`src/rtl/bitop_pkg.sv`:
```
package bitop_pkg;

    localparam int OP_W = 3;

    typedef enum logic [OP_W-1:0] {
        OP_SET   = 3'd0,
        OP_CLR   = 3'd1,
        OP_INV   = 3'd2,
        OP_TST   = 3'd3,
        OP_CAND  = 3'd4,
        OP_CANDN = 3'd5
    } bop_e;

    typedef enum logic {
        ST_IDLE  = 1'b0,
        ST_ISSUE = 1'b1
    } st_e;

    typedef struct packed {
        logic we_d;
        logic we_c;
        logic we_z;
        logic bad;
    } strobe_t;

endpackage

```
`src/rtl/bitop_index.sv`:
```
module bitop_index
    import bitop_pkg::*;
#(
    parameter int DATA_W = 8,
    localparam int IDX_W = $clog2(DATA_W)
) (
    input  logic [OP_W-1:0]   op_i,
    input  logic [IDX_W-1:0]  imm_i,
    input  logic [DATA_W-1:0] regv_i,
    input  logic              src_reg_i,
    output logic [IDX_W-1:0]  idx_o,
    output logic              legal_o
);

    logic op_known;
    logic op_carry;

    always_comb begin
        op_known = (op_i <= OP_W'(OP_CANDN));
        op_carry = (op_i == OP_W'(OP_CAND)) || (op_i == OP_W'(OP_CANDN));
        // only the low index bits of the register take part
        idx_o    = src_reg_i ? regv_i[IDX_W-1:0] : imm_i;
        legal_o  = op_known && !(op_carry && src_reg_i);
    end

endmodule

```
`src/rtl/bitop_alu.sv`:
```
module bitop_alu
    import bitop_pkg::*;
#(
    parameter int DATA_W = 8,
    localparam int IDX_W = $clog2(DATA_W)
) (
    input  logic [OP_W-1:0]   op_i,
    input  logic [DATA_W-1:0] opnd_i,
    input  logic [IDX_W-1:0]  idx_i,
    input  logic              legal_i,
    input  logic              c_i,
    input  logic              z_i,
    output logic [DATA_W-1:0] data_o,
    output logic              c_o,
    output logic              z_o,
    output strobe_t           stb_o
);

    logic [DATA_W-1:0] sel_mask;
    logic              bit_val;

    for (genvar gi = 0; gi < DATA_W; gi++) begin : g_mask
        assign sel_mask[gi] = (idx_i == IDX_W'(gi));
    end

    assign bit_val = |(opnd_i & sel_mask);

    always_comb begin
        data_o = opnd_i;
        c_o    = c_i;
        z_o    = z_i;
        stb_o  = '0;
        if (!legal_i) begin
            stb_o.bad = 1'b1;
        end else begin
            unique case (bop_e'(op_i))
                OP_SET: begin
                    data_o     = opnd_i | sel_mask;
                    stb_o.we_d = 1'b1;
                end
                OP_CLR: begin
                    data_o     = opnd_i & ~sel_mask;
                    stb_o.we_d = 1'b1;
                end
                OP_INV: begin
                    data_o     = opnd_i ^ sel_mask;
                    stb_o.we_d = 1'b1;
                end
                OP_TST: begin
                    z_o        = ~bit_val;
                    stb_o.we_z = 1'b1;
                end
                OP_CAND: begin
                    c_o        = c_i & bit_val;
                    stb_o.we_c = 1'b1;
                end
                OP_CANDN: begin
                    c_o        = c_i & ~bit_val;
                    stb_o.we_c = 1'b1;
                end
                default: stb_o.bad = 1'b1;
            endcase
        end
    end

endmodule

```
`src/rtl/bitop_unit.sv`:
```
module bitop_unit
    import bitop_pkg::*;
#(
    parameter int DATA_W = 8,
    localparam int IDX_W = $clog2(DATA_W)
) (
    input  logic              clk_i,
    input  logic              rst_i,
    input  logic              in_valid_i,
    input  logic [OP_W-1:0]   op_i,
    input  logic [DATA_W-1:0] operand_i,
    input  logic [IDX_W-1:0]  imm_idx_i,
    input  logic [DATA_W-1:0] reg_idx_i,
    input  logic              idx_src_reg_i,
    input  logic              c_i,
    input  logic              z_i,
    output logic [DATA_W-1:0] result_o,
    output logic              c_o,
    output logic              z_o,
    output logic              opnd_we_o,
    output logic              c_we_o,
    output logic              z_we_o,
    output logic              illegal_o
);

    logic [IDX_W-1:0]  idx_w;
    logic              legal_w;
    logic [DATA_W-1:0] data_w;
    logic              c_w, z_w;
    strobe_t           stb_w, stb_q, stb_out;
    st_e               st_q, st_d;

    bitop_index #(.DATA_W(DATA_W)) u_index (
        .op_i      (op_i),
        .imm_i     (imm_idx_i),
        .regv_i    (reg_idx_i),
        .src_reg_i (idx_src_reg_i),
        .idx_o     (idx_w),
        .legal_o   (legal_w)
    );

    bitop_alu #(.DATA_W(DATA_W)) u_alu (
        .op_i    (op_i),
        .opnd_i  (operand_i),
        .idx_i   (idx_w),
        .legal_i (legal_w),
        .c_i     (c_i),
        .z_i     (z_i),
        .data_o  (data_w),
        .c_o     (c_w),
        .z_o     (z_w),
        .stb_o   (stb_w)
    );

    // next state: ISSUE after any valid edge, IDLE otherwise
    always_comb begin
        st_d = in_valid_i ? ST_ISSUE : ST_IDLE;
    end

    always_ff @(posedge clk_i) begin
        if (rst_i) st_q <= ST_IDLE;
        else       st_q <= st_d;
    end

    // captured data and strobes
    always_ff @(posedge clk_i) begin
        if (rst_i) begin
            result_o <= '0;
            c_o      <= 1'b0;
            z_o      <= 1'b0;
            stb_q    <= '0;
        end else if (in_valid_i) begin
            result_o <= data_w;
            c_o      <= c_w;
            z_o      <= z_w;
            stb_q    <= stb_w;
        end
    end

    always_comb begin
        unique case (st_q)
            ST_ISSUE: stb_out = stb_q;
            ST_IDLE:  stb_out = '0;
            default:  stb_out = '0;
        endcase
    end

    assign opnd_we_o = stb_out.we_d;
    assign c_we_o    = stb_out.we_c;
    assign z_we_o    = stb_out.we_z;
    assign illegal_o = stb_out.bad;

    // ---------------- assertions ----------------
    assert_rst_clear_R1: assert property (@(posedge clk_i)
        rst_i |=> (result_o == '0 && !c_o && !z_o && !opnd_we_o && !c_we_o && !z_we_o && !illegal_o));

    assert_idle_quiet_R2: assert property (@(posedge clk_i) disable iff (rst_i)
        !in_valid_i |=> (!opnd_we_o && !c_we_o && !z_we_o && !illegal_o && $stable(result_o)));

    assert_set_R3: assert property (@(posedge clk_i) disable iff (rst_i)
        (in_valid_i && op_i == OP_W'(OP_SET) && !idx_src_reg_i) |=>
        (opnd_we_o && result_o == ($past(operand_i) | (DATA_W'(1) << $past(imm_idx_i)))));

    assert_tst_R6: assert property (@(posedge clk_i) disable iff (rst_i)
        (in_valid_i && op_i == OP_W'(OP_TST) && !idx_src_reg_i) |=>
        (z_we_o && z_o == !$past(operand_i[imm_idx_i]) && result_o == $past(operand_i)));

    assert_cand_R7: assert property (@(posedge clk_i) disable iff (rst_i)
        (in_valid_i && op_i == OP_W'(OP_CAND) && !idx_src_reg_i) |=>
        (c_we_o && c_o == ($past(c_i) && $past(operand_i[imm_idx_i]))));

    assert_regidx_R9: assert property (@(posedge clk_i) disable iff (rst_i)
        (in_valid_i && op_i == OP_W'(OP_INV) && idx_src_reg_i) |=>
        (result_o == ($past(operand_i) ^ (DATA_W'(1) << $past(reg_idx_i[IDX_W-1:0])))));

    assert_illegal_R10: assert property (@(posedge clk_i) disable iff (rst_i)
        (in_valid_i && idx_src_reg_i && op_i >= OP_W'(OP_CAND)) |=>
        (illegal_o && !opnd_we_o && !c_we_o && !z_we_o));

    assert_one_strobe_R12: assert property (@(posedge clk_i) disable iff (rst_i)
        $onehot0({opnd_we_o, c_we_o, z_we_o, illegal_o}));

endmodule

```
`config.mk`:
```
export PLATFORM = sky130hd
export DESIGN_NAME = bitop_unit
export DESIGN_NICKNAME = d
export VERILOG_FILES = /design/src/rtl/bitop_pkg.sv /design/src/rtl/bitop_index.sv /design/src/rtl/bitop_alu.sv /design/src/rtl/bitop_unit.sv
export SDC_FILE = /design/constraint.sdc
export NUM_CORES = 1
export LEC_CHECK = 0
export CORE_ASPECT_RATIO = 2
export CORE_MARGIN = 3
export CORE_UTILIZATION = 45
export CTS_CLUSTER_DIAMETER = 50
export CTS_CLUSTER_SIZE = 40
export DETAILED_ROUTE_END_ITERATION = 16
export GPL_TIMING_DRIVEN = 0
export PLACE_DENSITY_LB_ADDON = 0.3
export REMOVE_ABC_BUFFERS = 1
export SETUP_SLACK_MARGIN = 0.2
export SLEW_MARGIN = 20
export SYNTH_ARGS = -nofsm -noshare
export SYNTH_HDL_FRONTEND = slang
export SYNTH_SLANG_ARGS = --single-unit
export TNS_END_PERCENT = 1
```
`constraint.sdc`:
```
create_clock -name clk_i -period 3.5 [get_ports clk_i]
set_clock_uncertainty 0.05 [all_clocks]
set_input_delay 0.35 -clock clk_i [delete_from_list [all_inputs] [get_ports clk_i]]
set_output_delay 0.35 -clock clk_i [all_outputs]
set_load 0.02 [all_outputs]
```
Word-level counts from Yosys, hierarchy flattened
Cells that the tools add are included.

storage, ports and cells
  flip-flop bits (word level) = 15
  input port bits = 28

cells by class
  magnitude comparators = 1
  equal/unequal tests = 12
  muxes and demuxes = 15
  bitwise operators = 9
  reduce and logical (&&, ||, !) cells = 10

operator list
  cell                                                    number
  one-hot mux 8 bit (3 select lines)                      1
  == test 3 bit (second input constant)                   6
  AND 8 bit                                               2
  == test 3 x 2 -> 1 bit (second input constant)          4
  2-to-1 mux 1 bit                                        9
  2-to-1 mux 8 bit                                        1
  NOT 8 bit                                               1
  OR 8 bit                                                1
  one-hot mux 4 bit (2 select lines)                      1
  OR reduction 8 bit                                      1
  XOR 8 bit                                               1
  == test 3 x 1 -> 1 bit (second input constant)          2
  logical NOT 3 bit                                       2
  2-to-1 mux 3 bit                                        2
  OR reduction 6 bit                                      1
  less-or-equal comparator 3 bit (second input constant)  1
  OR reduction 3 bit                                      1
  AND 1 bit                                               2
  logical AND 1 bit                                       2
  NOT 1 bit                                               2
  one-hot mux 1 bit (2 select lines)                      1
  OR reduction 2 bit                                      1
  logical NOT 1 bit                                       1
  logical OR 1 bit                                        1

Logic depth before layout (Yosys ltp)
Gate-level depths: netlist of run 1.

  depth after elaboration = 8
  mapped depth = 10

By module
From an unflattened synthesis of run 1, not the netlist that was laid out.

second synthesis, totals
  cells, all modules = 176
  area total of the unflattened synthesis = 1497.7 um^2

by module, submodules not included
  module       instances  cells each  area each (um^2)
  bitop_alu    1          121         898.4
  bitop_unit   1          51          560.5
  bitop_index  1          4           38.8

Least setup slack after synthesis of run 1
No wires, ideal clock.

  path kind = input to register
  start = input port idx_src_reg_i
  end = register c_o
  setup time = 0.086 ns
  arrival time = 1.931 ns
  required time = 3.364 ns
  path slack = 1.433 ns
  stages on the path = 9
  buffers on the path = 1
  cell sequence = buf_2 -> mux2_2 -> nand2_1 -> inv_1 -> ha_1 -> nor4_1 -> nand2_1 -> xnor2_1 -> a211oi_1

on the way
  cells in the longest elaborated chain, start to end = 8

ends and longest elaborated chain
  what                                            RTL line           text
  start: declaration                              bitop_unit.sv:14   input logic idx_src_reg_i,
  2-to-1 mux 3 bit                                bitop_index.sv:22  idx_o = src_reg_i ? regv_i[IDX_W-1:0] : imm_i;
  == test 3 x 1 -> 1 bit (tied with other cells)  bitop_alu.sv:23    assign sel_mask[gi] = (idx_i == IDX_W'(gi));
  AND 8 bit                                       bitop_alu.sv:26    assign bit_val = |(opnd_i & sel_mask);
  OR reduction 8 bit                              bitop_alu.sv:26
  NOT 1 bit                                       bitop_alu.sv:58    c_o = c_i & ~bit_val;
  AND 1 bit                                       bitop_alu.sv:58
  one-hot mux 1 bit (2 select lines)              bitop_alu.sv:36    unique case (bop_e'(op_i))
  2-to-1 mux 1 bit *                              bitop_alu.sv:33    if (!legal_i) begin
  end signal: assignment                          bitop_unit.sv:74   c_o <= c_w;
  end: declaration                                bitop_unit.sv:18   output logic c_o,

Mark *: on every way between the ends. The rest lies on a longest branch, timed or not.
A chain may end at the register's enable or synchronous reset.

Final worst setup path of run 1
Same ends and word-level chain as after synthesis.

==> impl_metrics.toml, run 1 <==
[worst_setup_path]
endpoint_kind = "flop"
cp-start-kind = "input port"
reg2regPathDepth = 2
cp_slowest_stage_delay_ps = 730
path_cells = "clkdlybuf4s50_1 > mux2_2 > nand2_1 > inv_1 > ha_1 > nor4_1 > nand2_1 > xnor2_1 > a211oi_1"
cp_slowest_cell = "clkdlybuf4s50_1"
cp_common_cell = "nand2_1"
required_ps = 3610
arrival_ps = 2910
worstSetupPathType = "in -> reg"
critPathMaxFanout = 12

[synth]
synth_area_per_cell_um2 = 8.096
ys_top_cells_by_area = "dfxtp_1, ha_1, o32ai_1"
synth-edff-count = 0
yosysMostFrequentCell = "ha_1"
synthCells = 170
synth_fa_ha_area_frac = 0.2182
synth_xor_area_frac = 0.006364
ys_ff_latch = 15
synth_commonest_cells = "ha_1, inv_1, dfxtp_1, nand2_1"
synth_cell_types = 34
synth_compound_area_frac = 0.1791
synthArstFlopShare = 0
synth_top_area_share = 0.2182
synth_top_family_by_area = "simple AND/OR/NAND/NOR gates"
synth_simple_gate_area_frac = 0.2227
synth_area_leader_cell = "dfxtp_1"
netlist_area_um2 = 1376
yosysSeqAreaShare = 0.2182
synth.area.mux_share = 0.05909
yosys_warnings = 0
ys.flop_type = "dfxtp_1"

[floorplanning]
ios = 42
core.rowCount = 27
start_util = 0.4850
dieArea_um2 = 3798
die_y_um = 84.21
dieWidth_um = 45.11
core_area_um2 = 2838

[power]
power.density_nw_per_um2 = 279.3
leakagePower_nw = 0.8130
ir_worst_vdd_mv = 0.2816

[global_routing]
antenna_found_initial = 0
grt_pass1_wl_um = 5699
grt_pass1_vias = 1318
grt.overflow.total = 0
grt_use_total = 0.1933
grt_max_degree = 21

[clock_tree]
clock_latency_ps = 250
post_cts_resized = 0
cts_sinks = 15
ctsHtreeMaxLevel = 1
cts_root_buffer = "clkbuf_8"
cts_tree = "yes"
cts_hold_buf = 0
cts_made_buffers = 3
path_clk_slew_ps = 60
cts.path.max_buffers = 2
cts_setup_buffers = 0

[detailed_routing]
drcViolationCount = 0
drt_first_iter_violations = 15
routed_wl_um = 3404
drt_first_pass_iters = 4
wl_per_cell_um = 14.80
vias = 1289
drtAntennaViolNets = 0
vias_per_cell = 5.604

[placed_design]
port_buffers = 36
routabilityCongestion = 0.7743
dp_hpwl_um = 2688
dp_slack_ps = 484.2

[layout]
register_area_um2 = 300.3
multi_input_area_um2 = 943.4
finalNetCount = 254
num_antenna_cells = 0
final_layout_size_suffix_gt1_frac = 0.03980
final_util = 0.6208
synthToLayoutAreaGrowth_pct = 28.00
n_fill_cell = 263

[run_status]
outcome = "complete, no violations"

[sta]
timing.fmax_mhz = 357.9
max_slew_margin = 0.4750
finalSetupViolCount = 0
tns_ps = 0
slew_violations = 0
rsz0062_at_grt = "no"
hold_violations = 0
fin_ws_ps = 706.3
fin_crit_ps = 2794
period_share = 0.7982
max_slew.worst_pin.slew_ps = 785.0

[worst_hold_path]
whs_path_depth = 2
min-delay-path-class = "reg -> reg"

[job]
maxCapViolCount = 0
[stage by stage]
step           power (mW)  std cells  hold slack (ps)  instance area [µm²]
6_report           0.4920        230            422.3                 1762
5_1_grt            0.5179        230            458.0                 1762
4_1_cts            0.4991        230            428.7                 1762
3_5_place_dp       0.3535        226            415.1                 1715
3_3_place_gp       0.3455        226            405.3                 1715
2_1_floorplan      0.2718        161            369.1                 1319
[routing by layer]
layer  GRT usage  routed length, µm  vias up
met4      0.1040                106        0
met2      0.3320               1801       31
met1      0.2100               1331      610
met3     0.03433                165        9
li1            -                  -      639
met5           0                  0        -
[logic make-up (layout without fill, tap and decap cells)]
| group | Yosys count | in the layout |
|---|---|---|
| DFF | 15 | 15 |
| AOI/OAI and AO/OA | 32 | 32 |
| xor gates and xnor gates | 1 | 1 |
| buffers and inverters | 29 | 60 |
| muxes | 8 | 8 |
| and+or+nand+nor | 61 | 61 |
| adders and majority gates | 24 | 24 |
[path summary, 6_finish.rpt]
path | from | slack, ps | to
setup reg to reg | stb_q[2] | 2700 | stb_q[2]
hold / removal | stb_q[0] | 420 | stb_q[0]
hold reg to reg | stb_q[0] | 420 | stb_q[0]
setup / recovery | idx_src_reg_i | 710 | c_o
[registers in the layout, indices dropped and copies added, names as in the netlist]
name and count:
result_o 8, stb_q 4, c_o 1, st_q 1, z_o 1
[layout by cell type, fill, tap and decap left out, types with 2 or more instances in the layout]
cell	Yosys	routed
o21ai_1	2	2
ha_1	24	24
nand2_1	15	15
and2_1	4	4
nor4_1	2	2
nor3_1	5	5
clkbuf_8	0	3
a21oi_1	2	2
dfxtp_1	15	15
clkdlybuf4s50_1	0	36
nor2b_1	6	6
inv_1	20	20
o21ai_0	3	3
nand2b_1	12	12
nor2_1	13	13
o21a_1	3	3
mux2i_1	7	7
o32ai_1	13	13
a211oi_1	2	2
[critical path: cells and delay by family]
family	cells	cell delay (ps)
simple gates	3	760
xor+xnor	1	160
fa+ha+maj	1	170
buf+inv	2	780
mux	1	430
compound gates	1	260
[report_power, final]
group | internal [mW] | switching, mW
clock network | 0.0790 | 0.0638
logic | 0.0778 | 0.0834
registers | 0.182 | 0.00588
[area by class of cell]
class / instances / share of cell area
flip-flops and latches: 15 / 0.1705
multi-input cells: 126 / 0.5355
clock buffers: 3 / 0.02344
repair buffers: 36 / 0.2045
clock inverters: 1 / 0.002841
well taps: 29 / 0.02060
inverters: 20 / 0.04261
Power figures use the tool's default switching activity.
==> run 2: changes to the inputs <==
- clock period: 3.5 -> 2.8 ns (I/O delays scaled with it)
==> run 2 against run 1 <==
Power grew 25%. Sequential power grew 25%. Final cell count is the same. Critical path type unchanged. Clock-buffer cell count is the same. Clock power grew 25%. Sequential share of layout area is essentially flat. First-iteration DRC count shrank 6.7%. Highest routed layer unchanged. Critical endpoint unchanged. Core utilization grew 0.18 points.
==> impl_metrics.toml, run 2 (same netlist as run 1, synthesis figures left out) <==
[sta]
slew_violations = 0
finalSetupViolCount = 0
max_slew.worst_pin.slew_ps = 778.7
max_slew_margin = 0.4793
fin_crit_ps = 2354
period_share = 0.8406
fin_ws_ps = 446.3
timing.fmax_mhz = 424.9
hold_violations = 0
rsz0062_at_grt = "no"

[worst_hold_path]
min-delay-path-class = "reg -> reg"
hold_start = "stb_q[0]"
hold_path_end = "stb_q[0]"
whs_path_depth = 2

[detailed_routing]
drt_first_iter_violations = 14
drcViolationCount = 0
wl_per_cell_um = 14.92
vias_per_cell = 5.587
routed_wl_um = 3432
drtAntennaViolNets = 0
drt_first_pass_iters = 4
vias = 1285

[clock_tree]
path_clk_slew_ps = 60
cts.path.max_buffers = 2
cts_setup_buffers = 0
cts_root_buffer = "clkbuf_8"
cts_tree = "yes"
clock_latency_ps = 250
ctsHtreeMaxLevel = 1
cts_made_buffers = 3
cts_hold_buf = 0
cts_sinks = 15
post_cts_resized = 2

[worst_setup_path]
required_ps = 2910
reg2regPathDepth = 2
r2r_end = "stb_q[2]"
ff2ff_setup_slack_ps = 2000
cp-start-kind = "input port"
endpoint_kind = "flop"
worstSetupStartpoint = "idx_src_reg_i"
arrival_ps = 2470
critPathMaxFanout = 12
worstSetupPathType = "in -> reg"
r2r_start = "stb_q[2]"

[placed_design]
dp_hpwl_um = 2688
placed_area_um2 = 1715
dp_slack_ps = -145.8
routabilityCongestion = 0.7743
port_buffers = 36

[layout]
synthToLayoutAreaGrowth_pct = 28.36
largest_reg_flops = 8
final_common_cell = "clkdlybuf4s50_1"
num_antenna_cells = 0
regMostFlops = "result_o"
finalNetCount = 254
n_fill_cell = 261
fin_area_um2 = 1767
final_cell_mix = "clkdlybuf4s50_1, ha_1, inv_1"
top_regs = "result_o: 8 flops, stb_q: 4 flops"
final_layout_size_suffix_gt1_frac = 0.04478

[global_routing]
grt_use_total = 0.1933
grt_pass1_wl_um = 5699
grt_max_degree = 21
antenna_found_initial = 0
grt.overflow.total = 0
grt_pass1_vias = 1318

[floorplanning]
start_util = 0.4850
core_area_um2 = 2838
die_y_um = 84.21
dieWidth_um = 45.11
ios = 42
core.rowCount = 27
dieArea_um2 = 3798

[run_status]
outcome = "complete, no violations"

[power]
ir_worst_vdd_mv = 0.3525
leakagePower_nw = 0.8157
power.density_nw_per_um2 = 349.0

[job]
maxCapViolCount = 0
-- run 2: how the worst max path moves through the flow --
stage / end / slack [ps] / depth (start not counted)
floorplan: c_o / 1000 / 8
finish: c_o / 450 / 9
global route: c_o / 240 / 9
global placement: c_o / -120 / 9
detailed placement: c_o / -150 / 9
CTS: c_o / 450 / 9
-- run 2: metrics by stage --
step | setup TNS (ps) | std cells | util | power (mW) | hold WS, ps
after floorplan | 0 | 161 | - | 0.3397 | 299.1
after global placement | -126.0 | 226 | 0.6045 | 0.4319 | 405.3
after detailed placement | -184.0 | 226 | 0.6045 | 0.4418 | 415.1
after CTS | 0 | 230 | 0.6226 | 0.6244 | 428.7
after global routing | 0 | 230 | 0.6226 | 0.6479 | 458.0
final | 0 | 230 | 0.6226 | 0.6166 | 423.7
-- run 2: worst max-delay path, cell delays in order --
cell           delay, ps
dlygate4sd2_1        460
mux2_2               430
nand2_1              150
inv_1                 60
ha_1                 180
nor4_1               380
nand2_1              120
xnor2_1              150
a211oi_1             260
-- run 2: metal layers --
layer,vias up,track usage,part of all wire,routed length [µm]
met4,0,0.1040,0.031,106
met5,-,0,0,0
met2,38,0.3320,0.53,1827
li1,636,-,-,-
met3,9,0.03433,0.055,188
met1,602,0.2100,0.38,1310
-- run 2: final cells by class --
type	instances	area [µm²]	area share
repair buffers	36	359.1	0.2033
clock buffers	3	41.29	0.02337
well taps	29	36.28	0.02054
inverters	20	75.07	0.04249
multi-input cells	126	949.7	0.5375
clock inverters	1	5.005	0.002833
flip-flops and latches	15	300.3	0.1700
-- run 2: where the power goes --
group	total [mW]	internal, mW	switching, mW
logic	0.202	0.0975	0.105
clock network	0.179	0.0988	0.0806
registers	0.235	0.228	0.00746
total	0.617	0.424	0.193
